$ cat src/rtl/clk_pdiv_pkg.sv
package clk_pdiv_pkg;
  typedef enum logic {
    SRC_EXT = 1'b0,
    SRC_PLL = 1'b1
  } src_e;
endpackage

$ cat src/rtl/clk_pdiv_halver.sv
module clk_pdiv_halver (
  input  logic clk,
  input  logic rst_n,
  input  logic pll_tick_i,
  input  logic full_rate_i,
  output logic pll_eff_o
);
  logic ph_q, ph_d;

  always_comb begin
    ph_d = ph_q;
    if (pll_tick_i) ph_d = ~ph_q;
  end

  always_ff @(posedge clk or negedge rst_n) begin
    if (!rst_n) ph_q <= 1'b0;
    else        ph_q <= ph_d;
  end

  assign pll_eff_o = pll_tick_i & (full_rate_i | ph_q);

  // at half rate two consecutive PLL ticks are never both effective
  assert_half_alternate_R4: assert property (@(posedge clk) disable iff (!rst_n)
    (!full_rate_i && pll_eff_o) |=> !(pll_eff_o && !full_rate_i && pll_tick_i));
endmodule

$ cat src/rtl/clk_pdiv_counter.sv
module clk_pdiv_counter #(
  parameter int DIV_W = 9
) (
  input  logic             clk,
  input  logic             rst_n,
  input  logic             adv_i,
  input  logic             clr_i,
  input  logic             tick_i,
  input  logic [DIV_W-1:0] div_i,
  output logic             tc_o
);
  localparam logic [DIV_W-1:0] ONE = DIV_W'(1);

  logic [DIV_W-1:0] cnt_q, cnt_d;
  logic [DIV_W-1:0] lat_q, lat_d;
  logic [DIV_W-1:0] lim;
  logic             at_start;
  logic             step;

  assign at_start = (cnt_q == '0);
  assign lim      = at_start ? div_i : lat_q;
  assign step     = adv_i & tick_i;
  assign tc_o     = step & (cnt_q == lim);

  always_comb begin
    cnt_d = cnt_q;
    lat_d = lat_q;
    if (clr_i) begin
      cnt_d = '0;
    end else if (step) begin
      if (at_start) lat_d = div_i;
      if (cnt_q == lim) cnt_d = '0;
      else              cnt_d = cnt_q + ONE;
    end
  end

  always_ff @(posedge clk or negedge rst_n) begin
    if (!rst_n) begin
      cnt_q <= '0;
      lat_q <= '0;
    end else begin
      cnt_q <= cnt_d;
      lat_q <= lat_d;
    end
  end

  // inside a period the count never passes the ratio latched at its start
  assert_cnt_bound_R5: assert property (@(posedge clk) disable iff (!rst_n)
    (cnt_q != '0) |-> (cnt_q <= lat_q));
  // the latched ratio holds for the whole period
  assert_lat_hold_R5: assert property (@(posedge clk) disable iff (!rst_n)
    (cnt_q != '0 && !clr_i) |=> $stable(lat_q));
endmodule

$ cat src/rtl/clk_pdiv_switch.sv
module clk_pdiv_switch
  import clk_pdiv_pkg::*;
#(
  parameter int SETTLE = 2
) (
  input  logic clk,
  input  logic rst_n,
  input  src_e req_src_i,
  input  logic gate_i,
  input  logic ext_tick_i,
  input  logic pll_tick_i,
  output src_e act_src_o,
  output logic busy_o,
  output logic commit_o
);
  localparam int CW = $clog2(SETTLE + 1);
  localparam logic [CW-1:0] LIMIT = CW'(SETTLE);
  localparam logic [CW-1:0] ONE   = CW'(1);

  src_e          act_q, act_d;
  logic          busy_q, busy_d;
  logic [CW-1:0] ne_q, ne_d, np_q, np_d;
  logic          req, done;

  assign req  = (req_src_i != act_q);
  assign done = busy_q & (ne_q >= LIMIT) & (np_q >= LIMIT);

  always_comb begin
    act_d    = act_q;
    busy_d   = busy_q;
    ne_d     = ne_q;
    np_d     = np_q;
    commit_o = 1'b0;
    if (busy_q) begin
      if (done) begin
        commit_o = 1'b1;
        busy_d   = 1'b0;
        act_d    = req_src_i;
      end else begin
        if (ext_tick_i && ne_q < LIMIT) ne_d = ne_q + ONE;
        if (pll_tick_i && np_q < LIMIT) np_d = np_q + ONE;
      end
    end else if (req) begin
      if (gate_i) begin
        commit_o = 1'b1;
        act_d    = req_src_i;
      end else begin
        busy_d = 1'b1;
        ne_d   = '0;
        np_d   = '0;
      end
    end
  end

  always_ff @(posedge clk or negedge rst_n) begin
    if (!rst_n) begin
      act_q  <= SRC_EXT;
      busy_q <= 1'b0;
      ne_q   <= '0;
      np_q   <= '0;
    end else begin
      act_q  <= act_d;
      busy_q <= busy_d;
      ne_q   <= ne_d;
      np_q   <= np_d;
    end
  end

  assign act_src_o = act_q;
  assign busy_o    = busy_q;

  // the active source does not move while settling is incomplete
  assert_src_hold_R7: assert property (@(posedge clk) disable iff (!rst_n)
    (busy_q && !done) |=> $stable(act_q));
  // a gated request is committed in the next cycle
  assert_gated_commit_R8: assert property (@(posedge clk) disable iff (!rst_n)
    (!busy_q && req && gate_i) |=> (act_q == $past(req_src_i) && !busy_q));
endmodule

$ cat src/rtl/clk_pdiv_gate.sv
module clk_pdiv_gate
  import clk_pdiv_pkg::*;
#(
  parameter int DIV_W       = 9,
  parameter int SETTLE      = 2,
  parameter int SYNC_STAGES = 2
) (
  input  logic             clk,
  input  logic             rst_n,
  input  logic             ext_tick_i,
  input  logic             pll_tick_i,
  input  logic             src_pll_i,
  input  logic             pll_full_i,
  input  logic [DIV_W-1:0] div_i,
  input  logic             gate_i,
  output logic             clk_en_o,
  output logic             running_o
);
  logic rst_s;

  generate
    if (SYNC_STAGES <= 1) begin : g_sync1
      logic rs_q;
      always_ff @(posedge clk or negedge rst_n) begin
        if (!rst_n) rs_q <= 1'b0;
        else        rs_q <= 1'b1;
      end
      assign rst_s = rs_q;
    end else begin : g_syncn
      logic [SYNC_STAGES-1:0] rs_q;
      always_ff @(posedge clk or negedge rst_n) begin
        if (!rst_n) rs_q <= '0;
        else        rs_q <= {rs_q[SYNC_STAGES-2:0], 1'b1};
      end
      assign rst_s = rs_q[SYNC_STAGES-1];
    end
  endgenerate

  logic pll_eff;
  src_e act_src;
  logic busy, commit, tc;
  logic adv;
  logic raw;
  logic en_q, en_d, run_q, run_d;

  clk_pdiv_halver u_half (
    .clk        (clk),
    .rst_n      (rst_s),
    .pll_tick_i (pll_tick_i),
    .full_rate_i(pll_full_i),
    .pll_eff_o  (pll_eff)
  );

  clk_pdiv_switch #(.SETTLE(SETTLE)) u_sw (
    .clk       (clk),
    .rst_n     (rst_s),
    .req_src_i (src_e'(src_pll_i)),
    .gate_i    (gate_i),
    .ext_tick_i(ext_tick_i),
    .pll_tick_i(pll_eff),
    .act_src_o (act_src),
    .busy_o    (busy),
    .commit_o  (commit)
  );

  assign adv = (act_src == SRC_PLL) & ~busy;

  clk_pdiv_counter #(.DIV_W(DIV_W)) u_cnt (
    .clk   (clk),
    .rst_n (rst_s),
    .adv_i (adv),
    .clr_i (commit),
    .tick_i(pll_eff),
    .div_i (div_i),
    .tc_o  (tc)
  );

  always_comb begin
    raw   = (act_src == SRC_PLL) ? tc : ext_tick_i;
    en_d  = raw & ~gate_i & ~busy;
    run_d = ~gate_i;
  end

  always_ff @(posedge clk or negedge rst_s) begin
    if (!rst_s) begin
      en_q  <= 1'b0;
      run_q <= 1'b0;
    end else begin
      en_q  <= en_d;
      run_q <= run_d;
    end
  end

  assign clk_en_o  = en_q;
  assign running_o = run_q;

  // a closed gate silences the output on the next cycle
  assert_gate_off_R6: assert property (@(posedge clk) disable iff (!rst_s)
    gate_i |=> !clk_en_o);
  // status follows the inverse of the gate
  assert_status_on_R9: assert property (@(posedge clk) disable iff (!rst_s)
    !gate_i |=> running_o);
  assert_status_off_R9: assert property (@(posedge clk) disable iff (!rst_s)
    gate_i |=> !running_o);
  // no output pulse while a switch is settling
  assert_switch_quiet_R7: assert property (@(posedge clk) disable iff (!rst_s)
    busy |=> !clk_en_o);
  // external ticks pass straight through when that source is active
  assert_ext_pass_R2: assert property (@(posedge clk) disable iff (!rst_s)
    (act_src == SRC_EXT && !busy && !gate_i && ext_tick_i) |=> clk_en_o);
endmodule

$ cat config.mk
export PLATFORM = sky130hd
export DESIGN_NAME = clk_pdiv_gate
export DESIGN_NICKNAME = d
export VERILOG_FILES = /design/src/rtl/clk_pdiv_pkg.sv /design/src/rtl/clk_pdiv_halver.sv /design/src/rtl/clk_pdiv_counter.sv /design/src/rtl/clk_pdiv_switch.sv /design/src/rtl/clk_pdiv_gate.sv
export SDC_FILE = /design/constraint.sdc
export NUM_CORES = 1
export LEC_CHECK = 0
export ABC_AREA = 1
export BUFFER_PORTS_ARGS = -buffer_cell sky130_fd_sc_hd__buf_2
export CORE_ASPECT_RATIO = 0.8
export CORE_MARGIN = 2
export CORE_UTILIZATION = 45
export DETAILED_ROUTE_END_ITERATION = 8
export PLACE_DENSITY_LB_ADDON = 0.2
export SKIP_CTS_REPAIR_TIMING = 1
export SLEW_MARGIN = 20
export SYNTH_ARGS = -nofsm -noshare
export SYNTH_HDL_FRONTEND = slang
export SYNTH_HIERARCHICAL = 1
export SYNTH_SLANG_ARGS = --single-unit
$ cat constraint.sdc
create_clock -name clk -period 1.1 [get_ports clk]
set_input_delay 0.165 -clock clk [delete_from_list [all_inputs] [get_ports clk]]
set_output_delay 0.165 -clock clk [all_outputs]
set_load 0.1 [all_outputs]
* Yosys cells after proc, flatten, opt, wreduce, memory -nomap -nowiden
Cells that the tools add are included.
** Storage, ports and cells
- Bits in registers :: 29
- Latch bits :: 0
- Bits in writable memories :: 0
- ROM bits :: 0
- Input port bits :: 16
- Memories :: 0
** Operators by class
- $add $sub $neg :: 3
- Multiply operators :: 0
- Divide/modulo/power cells :: 0
- $lt $le $gt $ge :: 4
- Equal/unequal tests :: 7
- Shift-type cells :: 0
- Muxes and demuxes :: 25
- Bitwise logic cells :: 13
- Reduce and logical (&&, ||, !) cells :: 10
** Operator list (count)
- 9-bit two-way mux :: 4
- 2-bit two-way mux :: 8
- 1-bit two-way mux :: 13
- 9-bit by 1-bit adder with 9-bit output (second input constant) :: 1
- 9-bit equality test :: 1
- 9-bit logical NOT :: 1
- 1-bit bitwise AND :: 8
- 2-bit != test (second input constant) :: 4
- 4-bit AND reduction :: 2
- 2-bit nonzero test :: 3
- 2-bit by 1-bit adder with 2-bit output (second input constant) :: 2
- 2-bit greater-or-equal comparator (second input constant) :: 2
- 2-bit < comparator (second input constant) :: 2
- 1-bit NOT :: 4
- 3-bit AND reduction :: 1
- 1-bit logical AND :: 2
- 2-bit by 1-bit != test with 1-bit output (second input constant) :: 1
- 2-bit AND reduction :: 1
- 1-bit != test :: 1
- 1-bit OR :: 1

* Depth between registers and ports, before layout
- Depth in word-level cells :: 7
- Mapped depth :: 18

* Hierarchy
Netlist, hierarchy kept.
** By module, submodules not included
- clk_pdiv_counter :: instances 1, cells an instance 203, area each 1358.8 um^2
- clk_pdiv_switch :: instances 1, cells an instance 51, area each 397.9 um^2
- clk_pdiv_gate :: instances 1, cells an instance 14, area each 140.1 um^2
- clk_pdiv_halver :: instances 1, cells an instance 9, area each 55.1 um^2

* Worst setup path before layout
No wires, ideal clock.
- Path kind :: register to register
- From :: register u_cnt.cnt_q[0]
- To :: register en_q, in the netlist clk_en_o
- Data arrival time :: 1875 ps
- Path slack :: -843 ps
- Cell stages (with the launch flop) :: 18
- Path buffers :: 1
- Clock period less this slack :: 1943 ps
- Cells stage by stage :: dfrtp_1 > inv_1 > ha_1 > nand2_4 > nor2_4 > nand2_4 > buf_6 > nand2_2 > nand3_2 > nand2_2 > nand3_2 > nor2_2 > nand2_4 > nor2_2 > inv_1 > nand2_1 > nand2_1 > nor2_2
** Between the ends
- Longest elaborated chain between the ends :: 7
** RTL lines
- start, declared :: RTL line clk_pdiv_counter.sv:14 : logic [DIV_W-1:0] cnt_q, cnt_d;
- start signal, assigned :: RTL line clk_pdiv_counter.sv:42 : cnt_q <= cnt_d;
- 9-bit logical NOT :: RTL line clk_pdiv_counter.sv:20 : assign at_start = (cnt_q == '0);
- 9-bit two-way mux
- 9-bit equality test (*) :: RTL line clk_pdiv_counter.sv:23 : assign tc_o = step & (cnt_q == lim);
- 1-bit bitwise AND (*) :: RTL line clk_pdiv_counter.sv:23
- via tc :: RTL line clk_pdiv_gate.sv:41 : logic busy, commit, tc;
- 1-bit two-way mux (*) :: RTL line clk_pdiv_gate.sv:79 : raw = (act_src == SRC_PLL) ? tc : ext_tick_i;
- 1-bit bitwise AND (*) (2 in series) :: RTL line clk_pdiv_gate.sv:80 : en_d = raw & ~gate_i & ~busy;
- via en_d :: RTL line clk_pdiv_gate.sv:44 : logic en_q, en_d, run_q, run_d;
- end signal, assigned :: RTL line clk_pdiv_gate.sv:89 : en_q <= en_d;
- end, declared :: RTL line clk_pdiv_gate.sv:44
Mark *: on every way through the listed nets, which the timed path passes. The rest lies on a longest branch.
A chain may end at the register's enable or synchronous reset.

* Worst setup path after layout
- From :: register u_cnt.cnt_q[1]
- To :: register en_q, in the netlist clk_en_o
The elaborated chain is that of the path after synthesis.

==> results.json <==
{
  "status": "finished with violations",
  "violations": "negative setup slack",
  "synth_fa_ha_area_share_pct": 2.56,
  "required_ns": 1.32,
  "die_w_um": 77.6,
  "ys_seq_elements": 29,
  "cts_sinks": 29,
  "placedCellCount": 397,
  "power_leakage_nw": 1.53,
  "path_clk_slew_ns": 0.07,
  "start_util_pct": 46.7,
  "start_kind": "flop",
  "rsz0062_at_grt": "yes",
  "cts_tree": "built",
  "vias": 2054,
  "synth_compound_area_share_pct": 5.58,
  "synthSimpleGateAreaFrac_pct": 42.6,
  "r2r_slack_ns": -0.98,
  "cts.path.max_buffers": 2,
  "cp_max_fo": 8,
  "initialDrtViolationCount": 124,
  "grtUsageTotal_pct": 21.2,
  "yosysUniqueCellTypes": 24,
  "detail-route-antenna-nets": 0,
  "finalNetCount": 384,
  "synth_fp_nets": 297,
  "fmax_mhz": 481,
  "route.detailed.drc": 0,
  "powerDensity_nw_per_um2": 2200,
  "cap_violations": 0,
  "synth_top_family_by_area": "simple AND/OR/NAND/NOR gates",
  "port_buffers": 17,
  "holdWs_ns": 0.0627,
  "worstSetupPathType": "flop to flop",
  "num_rows": 21,
  "final_cells": 422,
  "synth-xor-area-share_pct": 1.35,
  "arrival_ns": 2.30,
  "ys_seq_area_share_pct": 37.2,
  "syn_area_per_cell_um2": 7.05,
  "grt_pass1_wl_mm": 8.16,
  "area_growth_pct": 49.0,
  "max_slew.worst_pin.slew_ns": 0.705,
  "grt_pass1_vias": 1819,
  "grt_max_degree": 28,
  "finalSetupViolCount": 25,
  "slew_viol_final": 0,
  "max-vdd-ir-drop_v": 0.00156,
  "finalWorstSetupSlack_ns": -0.977,
  "clock_latency_ns": 0.29,
  "worst_r2r_endpoint": "clk_en_o",
  "fin_crit_sh_pct": 189,
  "hold_viol": 0,
  "dr.pass1.iters": 5,
  "htree_levels": 2,
  "cts_buffers": 5,
  "layout-drive-gt1-share_pct": 41.6,
  "diodes": 0,
  "hold_path.class": "flop to async pin",
  "viasPerCell": 4.87,
  "antenna_found_initial": 0,
  "wl_mm": 5.44,
  "reg2reg_depth": 18,
  "dpl.hpwl_mm": 3.43,
  "crit_path_end_kind": "flop",
  "core-area_um2": 4180,
  "r2r-start": "u_cnt/cnt_q[1]",
  "yosysWarnings": 6,
  "max-slew-margin-rel_pct": 53.0,
  "die_area_um2": 4880,
  "gp_congestion": 0.845,
  "synth_area_um2": 1950,
  "fp.dieH_um": 62.9,
  "wl_per_cell_um": 12.9,
  "ios": 18,
  "synth_cells": 277,
  "muxShareOfSynthArea_pct": 0,
  "fin_crit_ns": 2.08,
  "clockRootBuffer": "clkbuf_8",
  "grt_overflow": 0,
  "clock_skew_ns": 0.00597
}
[logic make-up (layout without fill, tap and decap cells)]
kind of cell               Yosys count  after routing
AOI/OAI and AO/OA                   21             21
xor gates and xnor gates             3              3
adders and majority gates            4              4
buffers and inverters               49            135
DFF                                 29             29
other                                1              1
and+or+nand+nor                    170            172
[metal layers]
| metal | vias up | wire (µm) | track usage (%) |
|---|---|---|---|
| met2 | 54 | 2500 | 33.1 |
| met4 | 0 | 46 | 6.92 |
| met5 | - | 0 | 0 |
| met1 | 957 | 2590 | 29.0 |
| met3 | 4 | 307 | 4.91 |
| li1 | 1039 | - | - |
[per-stage QoR]
| step | power, mW | setup WS [ns] | TNS, ns | cell area (µm²) | util (%) |
|---|---|---|---|---|---|
| after global placement | 4.24 | -0.813 | -11.77 | 2520 | 60.4 |
| after floorplan | 3.42 | -0.819 | -12.81 | 2010 | - |
| after global routing | 6.85 | -1.10 | -16.92 | 2910 | 69.6 |
| after CTS | 5.66 | -0.904 | -13.08 | 2660 | 63.6 |
| after detailed placement | 4.30 | -0.898 | -12.64 | 2520 | 60.4 |
| final | 6.39 | -0.977 | -14.76 | 2910 | 69.6 |
[Yosys cell counts]
master / n / area [µm²]
nand3_2: 4 / 40.0
inv_2: 7 / 26.3
a21oi_1: 13 / 65.1
or2_2: 1 / 6.26
ha_1: 4 / 50.1
dfrtp_1: 29 / 726
and2_1: 1 / 6.26
nand3b_1: 7 / 52.6
nor2_1: 19 / 71.3
clkbuf_1: 3 / 11.3
xor2_1: 2 / 17.5
o21ai_2: 1 / 8.76
nor2_2: 4 / 25.0
xnor2_1: 1 / 8.76
o21ai_0: 7 / 35.0
inv_1: 36 / 135
nand2_1: 86 / 323
buf_6: 3 / 33.8
nor2_4: 3 / 33.8
conb_1: 1 / 3.75
nand3_1: 27 / 135
nand2_2: 8 / 50.1
nand4_1: 5 / 31.3
nand2_4: 5 / 56.3
[sequential cells by signal, summed over array words and instances, names as in the netlist, 2 cells and up]
signal and flops:
u_sw/ne_q 2, u_cnt/cnt_q 9, g_syncn.rs_q 2, u_sw/np_q 2, u_cnt/lat_q 9
[area by class of cell]
cell class | count | area (µm²)
Fill cell | 347 | 1270
Multi-Input combinational cell | 201 | 1160
Sequential cell | 29 | 726
Timing Repair Buffer | 84 | 659
Inverter | 43 | 161
Tap cell | 57 | 71.3
Clock buffer | 5 | 68.8
Clock inverter | 3 | 65.1
[layout by cell type (no fill, tap or decap)]
| master | n |
|---|---|
| buf_2 | 15 |
| inv_2 | 11 |
| and2_4 | 1 |
| nand2_2 | 19 |
| bufinv_16 | 2 |
| dlygate4sd3_1 | 1 |
| ha_4 | 2 |
| nand2_4 | 4 |
| conb_1 | 1 |
| buf_6 | 7 |
| nor2_2 | 2 |
| nand3_4 | 1 |
| xnor2_1 | 1 |
| nand2_1 | 75 |
| nand3_1 | 25 |
| a21oi_1 | 8 |
| or2_4 | 3 |
| nor2_4 | 6 |
| nor2_1 | 18 |
| inv_1 | 32 |
| o21ai_1 | 4 |
| o21ai_2 | 1 |
| nand3b_1 | 7 |
| xor2_1 | 2 |
| clkbuf_8 | 5 |
| clkinv_2 | 1 |
| ha_1 | 2 |
| buf_12 | 3 |
| dfrtp_1 | 29 |
| nand3_2 | 5 |
| a21oi_2 | 5 |
| nand4_1 | 5 |
| nand2_8 | 1 |
| buf_4 | 58 |
| o21ai_0 | 3 |
[critical path: stages, from the launching register on]
cell     delay, ns
dfrtp_1       0.40
inv_2         0.09
ha_4          0.14
nand2_4       0.04
nor2_4        0.20
buf_6         0.16
buf_6         0.11
nand3_1       0.07
nand3_1       0.08
nand2_1       0.05
inv_1         0.06
nand2_1       0.08
nor2_4        0.10
nand2_4       0.09
nor2_2        0.11
inv_1         0.04
nand2_1       0.04
nand2_1       0.05
nor2_2        0.11
[how the worst max path moves through the flow]
stage,startpoint,to,slack (ns),cells after the start
2_1_floorplan,u_cnt/cnt_q[0],clk_en_o,-0.82,17
3_3_place_gp,u_cnt/cnt_q[0],clk_en_o,-0.81,17
3_5_place_dp,u_cnt/cnt_q[1],clk_en_o,-0.90,17
4_1_cts,u_cnt/cnt_q[0],clk_en_o,-0.90,17
5_1_grt,u_cnt/cnt_q[1],clk_en_o,-1.10,17
6_report,u_cnt/cnt_q[1],clk_en_o,-0.98,18
[power by group]
group / switching [mW] / total (mW) / internal (mW)
logic: 1.87 / 3.48 / 1.61
registers: 0.207 / 1.56 / 1.35
clock network: 0.445 / 1.35 / 0.900
Note: power is estimated with default switching activity, not from simulation.
